### config.mk
export PLATFORM = sky130hd
export DESIGN_NAME = usb_ctl_ep_resp
export DESIGN_NICKNAME = d
export VERILOG_FILES = /design/src/rtl/usb_ep_pkg.sv /design/src/rtl/ep_resp_decide.sv /design/src/rtl/ep_resp_regs.sv /design/src/rtl/usb_ctl_ep_resp.sv
export SDC_FILE = /design/constraint.sdc
export NUM_CORES = 1
export LEC_CHECK = 0
export ABC_CLOCK_PERIOD_IN_PS = 1900
export CAP_MARGIN = 30
export CORE_ASPECT_RATIO = 1.4
export CORE_UTILIZATION = 40
export CTS_CLUSTER_DIAMETER = 120
export DETAILED_ROUTE_END_ITERATION = 12
export GPL_TIMING_DRIVEN = 0
export HOLD_SLACK_MARGIN = 0.12
export PLACE_DENSITY = 0.77
export RECOVER_POWER = 100
export SYNTH_ARGS = -nofsm -noshare
export SYNTH_HDL_FRONTEND = slang
export SYNTH_SLANG_ARGS = --single-unit
### constraint.sdc
create_clock -name clk_i -period 1.9 [get_ports clk_i]
set_clock_uncertainty 0.1 [all_clocks]
set_input_delay 0.19 -clock clk_i [delete_from_list [all_inputs] [get_ports clk_i]]
set_output_delay 0.19 -clock clk_i [all_outputs]
set_load 0.02 [all_outputs]
### src/rtl/usb_ep_pkg.sv
package usb_ep_pkg;
  typedef enum logic [1:0] {TOK_SETUP = 2'd0, TOK_IN = 2'd1, TOK_OUT = 2'd2, TOK_RSVD = 2'd3} tok_e;
  typedef enum logic [1:0] {HS_NONE = 2'd0, HS_ACK = 2'd1, HS_NAK = 2'd2, HS_STALL = 2'd3} hs_e;

  localparam logic [3:0] M_OFF      = 4'b0000;
  localparam logic [3:0] M_NAK_IO   = 4'b0001;
  localparam logic [3:0] M_STAT_OUT = 4'b0010;
  localparam logic [3:0] M_STALL_IO = 4'b0011;
  localparam logic [3:0] M_STAT_IN  = 4'b0110;
  localparam logic [3:0] M_NAK_OUT  = 4'b1000;
  localparam logic [3:0] M_DATA_OUT = 4'b1011;
  localparam logic [3:0] M_DATA_IN  = 4'b1111;

  localparam logic [1:0] SEL_MODE = 2'd0;
  localparam logic [1:0] SEL_CNT  = 2'd1;
  localparam logic [1:0] SEL_ADDR = 2'd2;
endpackage

### src/rtl/ep_resp_decide.sv
module ep_resp_decide
  import usb_ep_pkg::*;
#(
  parameter int CNT_W     = 4,
  parameter int SETUP_MAX = 10
) (
  input  logic             tok_valid_i,
  input  logic [1:0]       tok_kind_i,
  input  logic [CNT_W-1:0] rx_count_i,
  input  logic             rx_crc_ok_i,
  input  logic             rx_toggle_i,
  input  logic [3:0]       mode_i,
  input  logic [CNT_W-1:0] cnt_i,
  input  logic             tog_i,
  output hs_e              hs_o,
  output logic             set_mode_o,
  output logic [3:0]       mode_nxt_o,
  output logic             set_cnt_o,
  output logic [CNT_W-1:0] cnt_nxt_o,
  output logic             dval_nxt_o,
  output logic             tog_nxt_o
);
  localparam logic [CNT_W-1:0] SETUP_LIM = CNT_W'(SETUP_MAX);

  tok_e kind;
  logic zero_len;
  assign kind     = tok_e'(tok_kind_i);
  assign zero_len = (rx_count_i == '0);

  // status-stage completion: hand control back with NAK on both directions
  always_comb begin
    hs_o       = HS_NONE;
    set_mode_o = 1'b0;
    mode_nxt_o = M_NAK_IO;
    set_cnt_o  = 1'b0;
    cnt_nxt_o  = cnt_i;
    dval_nxt_o = 1'b0;
    tog_nxt_o  = tog_i;
    if (tok_valid_i && mode_i != M_OFF) begin
      case (kind)
        TOK_SETUP: if (rx_count_i <= SETUP_LIM) begin
          set_cnt_o  = 1'b1;
          cnt_nxt_o  = rx_count_i;
          dval_nxt_o = rx_crc_ok_i;
          tog_nxt_o  = rx_toggle_i;
          if (rx_crc_ok_i) begin
            hs_o       = HS_ACK;
            set_mode_o = 1'b1;
          end
        end
        TOK_IN: begin
          case (mode_i)
            M_NAK_IO:                 hs_o = HS_NAK;
            M_STALL_IO, M_STAT_OUT:   hs_o = HS_STALL;
            M_STAT_IN, M_DATA_OUT: begin
              hs_o       = HS_ACK;
              set_mode_o = 1'b1;
            end
            M_DATA_IN:                hs_o = HS_ACK;
            default:                  hs_o = HS_NONE;
          endcase
        end
        TOK_OUT: if (rx_crc_ok_i) begin
          case (mode_i)
            M_NAK_IO, M_NAK_OUT:      hs_o = HS_NAK;
            M_STALL_IO, M_STAT_IN:    hs_o = HS_STALL;
            M_STAT_OUT, M_DATA_IN: begin
              if (zero_len) begin
                hs_o       = HS_ACK;
                set_mode_o = 1'b1;
              end else begin
                hs_o = HS_STALL;
              end
            end
            M_DATA_OUT: begin
              hs_o      = HS_ACK;
              set_cnt_o = 1'b1;
              if (rx_toggle_i != tog_i) begin
                cnt_nxt_o  = rx_count_i;
                dval_nxt_o = 1'b1;
                tog_nxt_o  = rx_toggle_i;
              end
            end
            default:                  hs_o = HS_NONE;
          endcase
        end
        default: hs_o = HS_NONE;
      endcase
    end
  end
endmodule

### src/rtl/ep_resp_regs.sv
module ep_resp_regs
  import usb_ep_pkg::*;
#(
  parameter int CNT_W  = 4,
  parameter int ADDR_W = 7,
  parameter int DW     = 8
) (
  input  logic              clk_i,
  input  logic              rst_ni,
  input  logic              bus_reset_i,
  input  logic              set_mode_i,
  input  logic [3:0]        mode_nxt_i,
  input  logic              set_cnt_i,
  input  logic [CNT_W-1:0]  cnt_nxt_i,
  input  logic              dval_nxt_i,
  input  logic              tog_nxt_i,
  input  logic              fw_wr_i,
  input  logic [1:0]        fw_sel_i,
  input  logic [DW-1:0]     fw_wdata_i,
  input  logic              fw_ack_i,
  output logic [3:0]        mode_o,
  output logic [CNT_W-1:0]  cnt_o,
  output logic              dval_o,
  output logic              tog_o,
  output logic [ADDR_W-1:0] addr_o,
  output logic              lock_o
);
  localparam int DVAL_BIT = 6;
  localparam int TOG_BIT  = 7;

  logic eng_busy, fw_ok;
  assign eng_busy = set_mode_i | set_cnt_i;
  assign fw_ok    = fw_wr_i & ~lock_o & ~eng_busy;

  always_ff @(posedge clk_i or negedge rst_ni) begin
    if (!rst_ni) begin
      mode_o <= M_OFF;
      cnt_o  <= '0;
      dval_o <= 1'b0;
      tog_o  <= 1'b0;
      lock_o <= 1'b0;
    end else begin
      if (set_mode_i)                          mode_o <= mode_nxt_i;
      else if (fw_ok && fw_sel_i == SEL_MODE)  mode_o <= fw_wdata_i[3:0];

      if (set_cnt_i) begin
        cnt_o  <= cnt_nxt_i;
        dval_o <= dval_nxt_i;
        tog_o  <= tog_nxt_i;
      end else if (fw_ok && fw_sel_i == SEL_CNT) begin
        cnt_o  <= fw_wdata_i[CNT_W-1:0];
        dval_o <= fw_wdata_i[DVAL_BIT];
        tog_o  <= fw_wdata_i[TOG_BIT];
      end

      if (eng_busy)      lock_o <= 1'b1;
      else if (fw_ack_i) lock_o <= 1'b0;
    end
  end

  always_ff @(posedge clk_i or negedge rst_ni) begin
    if (!rst_ni)                                   addr_o <= '0;
    else if (bus_reset_i)                          addr_o <= '0;
    else if (fw_wr_i && fw_sel_i == SEL_ADDR)      addr_o <= fw_wdata_i[ADDR_W-1:0];
  end
endmodule

### src/rtl/usb_ctl_ep_resp.sv
module usb_ctl_ep_resp
  import usb_ep_pkg::*;
#(
  parameter int CNT_W     = 4,
  parameter int SETUP_MAX = 10,
  parameter int ADDR_W    = 7
) (
  input  logic              clk_i,
  input  logic              rst_ni,
  input  logic              bus_reset_i,
  input  logic              tok_valid_i,
  input  logic [1:0]        tok_kind_i,
  input  logic [CNT_W-1:0]  rx_count_i,
  input  logic              rx_crc_ok_i,
  input  logic              rx_toggle_i,
  input  logic              fw_wr_i,
  input  logic [1:0]        fw_sel_i,
  input  logic [7:0]        fw_wdata_i,
  input  logic              fw_ack_i,
  output logic [1:0]        hs_o,
  output logic [3:0]        mode_o,
  output logic [CNT_W-1:0]  cnt_o,
  output logic              dval_o,
  output logic              tog_o,
  output logic [ADDR_W-1:0] addr_o,
  output logic              lock_o
);
  hs_e              hs_d;
  logic             set_mode, set_cnt, dval_nxt, tog_nxt;
  logic [3:0]       mode_nxt;
  logic [CNT_W-1:0] cnt_nxt;

  ep_resp_decide #(.CNT_W(CNT_W), .SETUP_MAX(SETUP_MAX)) u_decide (
    .tok_valid_i (tok_valid_i),
    .tok_kind_i  (tok_kind_i),
    .rx_count_i  (rx_count_i),
    .rx_crc_ok_i (rx_crc_ok_i),
    .rx_toggle_i (rx_toggle_i),
    .mode_i      (mode_o),
    .cnt_i       (cnt_o),
    .tog_i       (tog_o),
    .hs_o        (hs_d),
    .set_mode_o  (set_mode),
    .mode_nxt_o  (mode_nxt),
    .set_cnt_o   (set_cnt),
    .cnt_nxt_o   (cnt_nxt),
    .dval_nxt_o  (dval_nxt),
    .tog_nxt_o   (tog_nxt)
  );

  ep_resp_regs #(.CNT_W(CNT_W), .ADDR_W(ADDR_W), .DW(8)) u_regs (
    .clk_i       (clk_i),
    .rst_ni      (rst_ni),
    .bus_reset_i (bus_reset_i),
    .set_mode_i  (set_mode),
    .mode_nxt_i  (mode_nxt),
    .set_cnt_i   (set_cnt),
    .cnt_nxt_i   (cnt_nxt),
    .dval_nxt_i  (dval_nxt),
    .tog_nxt_i   (tog_nxt),
    .fw_wr_i     (fw_wr_i),
    .fw_sel_i    (fw_sel_i),
    .fw_wdata_i  (fw_wdata_i),
    .fw_ack_i    (fw_ack_i),
    .mode_o      (mode_o),
    .cnt_o       (cnt_o),
    .dval_o      (dval_o),
    .tog_o       (tog_o),
    .addr_o      (addr_o),
    .lock_o      (lock_o)
  );

  always_ff @(posedge clk_i or negedge rst_ni) begin
    if (!rst_ni) hs_o <= HS_NONE;
    else         hs_o <= hs_d;
  end
endmodule

==> impl_results.md, run 1 <==
- EDFF count, synth: 0
- Hold WS: between 0.2 and 0.25 ns
- DRC: 0
- CP Data Required Time: between 1.5 and 2 ns
- Max VDD drop: 0.675 mV
- Setup TNS Final: -0.345 ns
- Post-route cell area: roughly 2000 µm²
- Cell area after synthesis: between 1000 and 1500 µm²
- Initial core utilization: approximately 43%
- Share of the synthesized area in the top cell type: 39.8%
- CTS tree: built
- Synth Flop Type: dfrtp_1
- Core area: approximately 2900 µm²
- DPL Wire Length: about 2600 µm
- CP peak stage delay: between 0.4 and 0.5 ns
- Startpoint Class: flop
- Vias/cell: ~5.7
- Chip Height: 68.4 µm
- Maximum fanout along the worst path: 5
- First-pass DRT Iterations: 4
- Area leader, netlist: dfrtp_1
- Sequential fraction of the synthesis area: 39.8%
- Slew Limit Fails: 0
- GR Overflow Total: 0
- Final Critical Period: between 2 and 2.5 ns
- Die ar.: between 3000 and 4000 µm²
- Crit Path Class: flop to flop
- CTS H-tree lvls: 1
- Synth Net Count: ~160
- Clk root buf: clkbuf_8
- Unique masters post-synth: 42
- Slowest-stage cell, CP: dfrtp_2
- Cells along the critical path: buf_6 -> nor3b_1 -> o21ba_2 -> o31ai_4 -> a31oi_4 -> a222oi_1
- Width of the die: a little under 50 µm
- First-pass GRT wire length: a little under 6000 µm
- Max capacitance violation total: 0
- Synth top area cells: dfrtp_1 (40%), a21oi_1 (6.0%), nand3_1 (6.0%)
- Tot GR Track Use: between 20% and 30%
- Crit. End Element: flop
- DP Area: approximately 1700 µm²
- Final instance count without filler cells: roughly 230
- Share of cells above drive strength 1: 21.4%
- Clk slew on worst S/H paths: 0.08 ns
- Hold violation total from the final report: 0
- Post-CTS Hold Fix Bufs: 0
- Clock Latency Late Sink: 0.27 ns
- Synth Warn #: 0
- Placed Cells incl. Taps: between 200 and 250
- Critical Path AT: roughly 2.1 ns
- Final worst slack: -0.129 ns
- Port Buffers: 41
- Outcome: complete, but fails checks
- Initial antenna violation count: 0
- DRT iter0 DRCs: 66
- HP Class: primary input to flop
- Power Density: roughly 900 nW/µm²
- FILL cells: 233
- Largest net degree at the start of global routing: 21
- FMAX: 493 MHz
- Period utilisation layout: 107%
- Setup violators final: 7
- Total chip power: 1.82 mW
- Detail Route Antenna Nets: 0
- Leakage power: ~0.84 nW
- Antenna cells: 0
- Ys async rst share: between 90% and 100%
- Worst-margin pin slew: between 0.9 and 1 ns
- Area growth from synthesis to layout: 57.7%
- Via count: roughly 1.3k
- Synthesized area per cell: 9.19 µm²
- Routed wire length: about 3600 µm
- # IOs: 44
- Num CTS Buffers: 3
- Failing checks: setup timing
- CTS Buffer Depth: 2
- Synth Register Bits: 20
- Worst rel slew slack: ~39%
- Vias in the first global route: 1303
- CTS sink cnt: 20
- DR WL/cell: ~16 µm
- Final Wtd Congestion: between 0.8 and 0.9
- Fin nets: between 200 and 250
- Row count: 23
- Unrepaired setup endpoints after global routing: true
- Post-synthesis cell count: around 140
area by class of cell:
class                   instances  area (µm²)  share of cell area (%)
clock buffers                   3        41.3                    2.08
well taps                      37        46.3                    2.33
multi-input cells              98         737                    37.1
plain buffers                   4        20.0                    1.01
clock inverters                 1        30.0                    1.51
flip-flops and latches         20         504                    25.4
inverters                      12        45.0                    2.27
repair buffers                 58         561                    28.2
cells in the mapped netlist (all sizes together) (2+ instances only):
cell type and count:
clkbuf 2, nand2b 2, or3 2, o21ai 9, dfrtp 20, nand2 10, nand3 15, buf 5
nor2 8, a211o 2, nor3b 2, a31oi 3, a222oi 5, nor2b 2, a21oi 16, nand3b 2
a21o 2, inv 12
path summary, 6_finish.rpt:
kind | startpoint | cells past startpoint | slack (ns) | endpoint
setup / recovery | u_regs.mode_o[2]$_DFFE_PN0P_ | 6 | -0.13 | u_regs.cnt_o[2]$_DFFE_PN0P_
hold / removal | fw_sel_i[1] | 3 | 0.20 | u_regs.addr_o[5]$_DFFE_PN0P_
max in group asynchronous | rst_ni | 1 | 0.69 | u_regs.mode_o[2]$_DFFE_PN0P_
setup reg to reg | u_regs.mode_o[2]$_DFFE_PN0P_ | 6 | -0.13 | u_regs.cnt_o[2]$_DFFE_PN0P_
min in group asynchronous | rst_ni | 1 | 0.40 | u_regs.addr_o[3]$_DFFE_PN0P_
hold reg to reg | u_regs.addr_o[3]$_DFFE_PN0P_ | 2 | 0.43 | u_regs.addr_o[3]$_DFFE_PN0P_
metrics by stage:
stage                     setup WS (ns)  utilization (%)
after floorplan                 -0.0139                -
after global placement           -0.405             59.0
after detailed placement         -0.466             59.0
after CTS                        -0.117             64.9
after global routing             -0.160             67.6
final                            -0.129             67.6
sequential cells by signal, indices dropped and copies added, names as in the netlist:
register / count
hs_o: 2
u_regs.addr_o: 7
u_regs.cnt_o: 4
u_regs.dval_o: 1
u_regs.lock_o: 1
u_regs.mode_o: 4
u_regs.tog_o: 1
cell usage in the layout (no fill, tap or decap), types with 2 or more instances in the layout:
cell,netlist,routed
dlygate4sd3_1,0,21
dfrtp_1,20,17
clkdlybuf4s50_1,0,16
nand3_1,15,15
buf_4,1,13
a21oi_1,15,13
inv_1,12,12
nand2_1,10,10
nor2_1,7,7
o21ai_0,9,6
a222oi_1,5,5
a21oi_4,1,3
clkbuf_8,0,3
dlygate4sd2_1,0,3
buf_6,1,3
dfrtp_2,0,3
nand3b_1,2,2
nand2b_1,2,2
nor2b_1,2,2
nor3b_1,2,2
clkbuf_1,2,2
o21ai_1,0,2
a31oi_1,2,2
metal layers:
metal	track usage, %	up-vias	wire length (µm)
met3	2.67	7	163
met2	46.9	42	2040
met5	0	-	0
met1	23.2	649	1380
li1	-	624	-
met4	9.64	0	65
power by group:
part / internal (mW) / total [mW] / switching [mW]
combinational: 0.399 / 0.805 / 0.406
clock: 0.282 / 0.435 / 0.154
sequential: 0.510 / 0.582 / 0.0729
total: 1.19 / 1.82 / 0.632
critical path, delay by kind of cell, from the launching register on:
family          cells  cell delay [ns]
buf+inv             1             0.14
flops               1             0.46
compound gates      4             1.07
simple gates        1             0.13
cell families (layout without fill, tap and decap cells):
| family | Yosys count | count (layout) | share of synthesized area (%) |
|---|---|---|---|
| AOI/OAI and AO/OA | 46 | 46 | 30.4 |
| xor gates and xnor gates | 1 | 1 | 0.696 |
| buffers and inverters | 19 | 78 | 6.86 |
| DFF | 20 | 20 | 39.8 |
| and+or+nand+nor | 51 | 51 | 22.3 |
what timing repair did:
action | 4_1_cts | 5_1_grt
pin swaps | 7 | 11
hold endpoints to repair | 0 | 0
resized for setup | 9 | 15
setup buffers | 12 | 5
endpoints found under the setup margin | 5 | 11
Power figures use the tool's default switching activity.
==> run 2, diff against run 1 <==
CTS_CLUSTER_DIAMETER = 100   (was 120)
==> results of run 2 <==
Final layout, timing and power as in run 1 (identical DEF).
==> run 3, diff against run 2 <==
CORE_MARGIN = 2   (was not set)
==> run 3 against run 2 <==
Compared with the run above: the flow still finishes with violations (setup timing); flip-flop and latch count did not move; clock-buffer cell count grew 1; combinational power down 0.7%; design area fell by 2.7%; total power down 9.0%; global-route usage up 0.25 points; core utilization down 4.6 points; setup slack gained 0.024 ns.
==> impl_results.md, run 3 (synthesis gave the netlist of run 1 again) <==
- GR Overflow Total: 0
- Chip Height: around 70 µm
- DRC: 0
- Setup violators final: 6
- Area growth from synthesis to layout: 53.4%
- Max capacitance violation total: 0
- CTS sink cnt: 20
- Width of the die: 51.4 µm
- Die ar.: roughly 3600 µm²
- Final Wtd Congestion: roughly 0.79
- Startpoint Class: flop
- CP peak stage delay: 0.39 ns
- # IOs: 44
- FILL cells: between 200 and 300
- Routed wire length: 3880 µm
- Most frequent cells in the layout: clkdlybuf4s50_1 (21), dfrtp_1 (18), nand3_1 (15), dlygate4sd3_1 (15)
- Post-CTS Hold Fix Bufs: 0
- Period utilisation layout: 105%
- Placed Cells incl. Taps: between 200 and 250
- FMAX: approximately 500 MHz
- Port Buffers: 41
- Crit-path leading delay family: compound AO/OA/AOI/OAI gates
- Crit. End Element: flop
- Pint: a little over 1 mW
- Clk root buf: clkbuf_8
- Max FFs per register: 7
- Hold endpoint: u_regs.addr_o[4]$_DFFE_PN0P_
- Initial core utilization: around two fifths
- Core area: 3060 µm²
- Initial antenna violation count: 0
- DRT iter0 DRCs: 53
- Vias in the first global route: about 1.4k
- Top Registers: u_regs.addr_o x7, u_regs.cnt_o x4, u_regs.mode_o x4
- Crit path buf inv count: 1
- Crit Path Class: flop to flop
- Worst-margin pin slew: between 0.9 and 1 ns
- Fin nets: 220
- DR WL/cell: about 17 µm
- Failing checks: setup timing
- Slew Limit Fails: 0
- Num CTS Buffers: 3
- Final instance count without filler cells: ~230
- CTS H-tree lvls: 1
- DPL Wire Length: between 2000 and 3000 µm
- Hold violation total from the final report: 0
- Clk slew on worst S/H paths: around 0.07 ns
- Largest net degree at the start of global routing: 21
- Maximum fanout along the worst path: 6
- HP Class: primary input to flop
- Worst hold path depth: 3
- Top reg by flops: u_regs.addr_o
- Final core occ: 63.0%
- First-pass DRT Iterations: 4
- Max VDD drop: roughly 0.56 mV
- Hold path startpoint: fw_sel_i[1]
- Combinational Power Share: between 40% and 50%
- Commonest non-fill, non-tap cell in the layout: clkdlybuf4s50_1
- R2R cell count: 6
- Worst rel slew slack: a little under two fifths
- Antenna cells: 0
- CP Data Required Time: between 1.5 and 2 ns
- Final worst slack: -0.104 ns
- Detail Route Antenna Nets: 0
- Share of cells above drive strength 1: approximately 19%
- Vias/cell: 5.74
- Via count: 1342
- Cells along the critical path: buf_6 -> or3_4 -> a211oi_4 -> o31a_4 -> nor2_4 -> a222oi_1
- Sw Share: 37.5%
- Reg-to-reg startpoint: u_regs.mode_o[3]$_DFFE_PN0P_
- Leakage power: 0.810 nW
- Final Critical Period: 2.00 ns
- Seq pwr share: ~35%
- Worst R2R End: u_regs.cnt_o[2]$_DFFE_PN0P_
- Power Density: about 860 nW/µm²
- CTS tree: built
- Slowest-stage cell, CP: dfrtp_1
- Critical Path AT: 2.04 ns
- WP depth: 6
- First-pass GRT wire length: between 6000 and 7000 µm
- Tot GR Track Use: between 20% and 30%
- Reg-to-reg setup timing slack: -0.10 ns
- Outcome: complete, but fails checks
- Switch Pwr: a little over 0.6 mW
- Row count: 24
- Unrepaired setup endpoints after global routing: true
- Clock Latency Late Sink: 0.26 ns
- CTS Buffer Depth: 2
- Proportion of power drawn by the clock network: ~17%
## run 3: cell count changes in the layout (fill, tap and decap cells not counted), moves of 2 or more
cell,change
buf_6,-2
clkbuf_1,+2
clkdlybuf4s50_1,+5
dlygate4sd3_1,-6
## run 3: power by group through the flow
stage | Combinational, mW | Clock (mW) | Sequential (mW)
5_1_grt | 0.850 | 0.308 | 0.586
6_report | 0.799 | 0.285 | 0.574
3_5_place_dp | 0.718 | 0 | 0.564
3_3_place_gp | 0.699 | 0 | 0.561
4_1_cts | 0.772 | 0.285 | 0.576
2_1_floorplan | 0.314 | 0 | 0.663
## run 3: what timing repair did
| item | CTS | global route |
|---|---|---|
| buffers inserted | 11 | 4 |
| endpoints found under the hold margin | 0 | 0 |
| pin swaps | 7 | 7 |
| resized for setup | 8 | 13 |
| cloned | 0 | 0 |
| setup endpoints to repair | 5 | 11 |
## run 3: layout make-up
cell class / instances / area [µm²] / share of cell area [%]
Buffer: 5 / 28.8 / 1.49
Clock buffer: 4 / 45.0 / 2.33
Inverter: 12 / 45.0 / 2.33
Multi-Input combinational cell: 98 / 736 / 38.1
Sequential cell: 20 / 503 / 26.1
Tap cell: 39 / 48.8 / 2.53
Timing Repair Buffer: 56 / 524 / 27.2
## run 3: metal layers
metal	share of wire, %	vias to the layer above	GRT usage (%)	wire (µm)
met4	2.0	0	7.31	78
met2	55	46	43.0	2130
met5	0	-	0	0
li1	-	624	-	-
met3	5.0	10	2.99	193
met1	38	662	26.4	1480
## run 3: how the worst max path moves through the flow
stage	start	to	slack [ns]
after floorplan	u_regs.mode_o[2]$_DFFE_PN0P_	u_regs.cnt_o[0]$_DFFE_PN0P_	-0.01
after global placement	rx_count_i[3]	u_regs.cnt_o[0]$_DFFE_PN0P_	-0.40
after detailed placement	rx_count_i[1]	u_regs.cnt_o[2]$_DFFE_PN0P_	-0.48
after CTS	u_regs.mode_o[3]$_DFFE_PN0P_	u_regs.cnt_o[2]$_DFFE_PN0P_	-0.11
after global routing	u_regs.mode_o[3]$_DFFE_PN0P_	u_regs.cnt_o[2]$_DFFE_PN0P_	-0.18
final	u_regs.mode_o[3]$_DFFE_PN0P_	u_regs.cnt_o[2]$_DFFE_PN0P_	-0.10
## run 3: worst reg2reg max path: cells and delay by family (launching register included)
kind	cells	cell delay, ns
AOI/OAI and AO/OA	3	0.87
buffers and inverters	1	0.14
DFF	1	0.39
and+or+nand+nor	2	0.38
## run 3: per-stage QoR
step | power, mW | hold WS, ns | instance area [µm²] | worst slack [ns] | setup TNS [ns]
5_1_grt | 1.74 | 0.246 | 1930 | -0.177 | -0.880
3_3_place_gp | 1.26 | 0.411 | 1730 | -0.398 | -2.78
4_1_cts | 1.63 | 0.211 | 1870 | -0.108 | -0.285
2_1_floorplan | 0.977 | -0.206 | 1270 | -0.0139 | -0.0696
6_report | 1.66 | 0.212 | 1930 | -0.104 | -0.284
3_5_place_dp | 1.28 | 0.420 | 1730 | -0.476 | -2.97
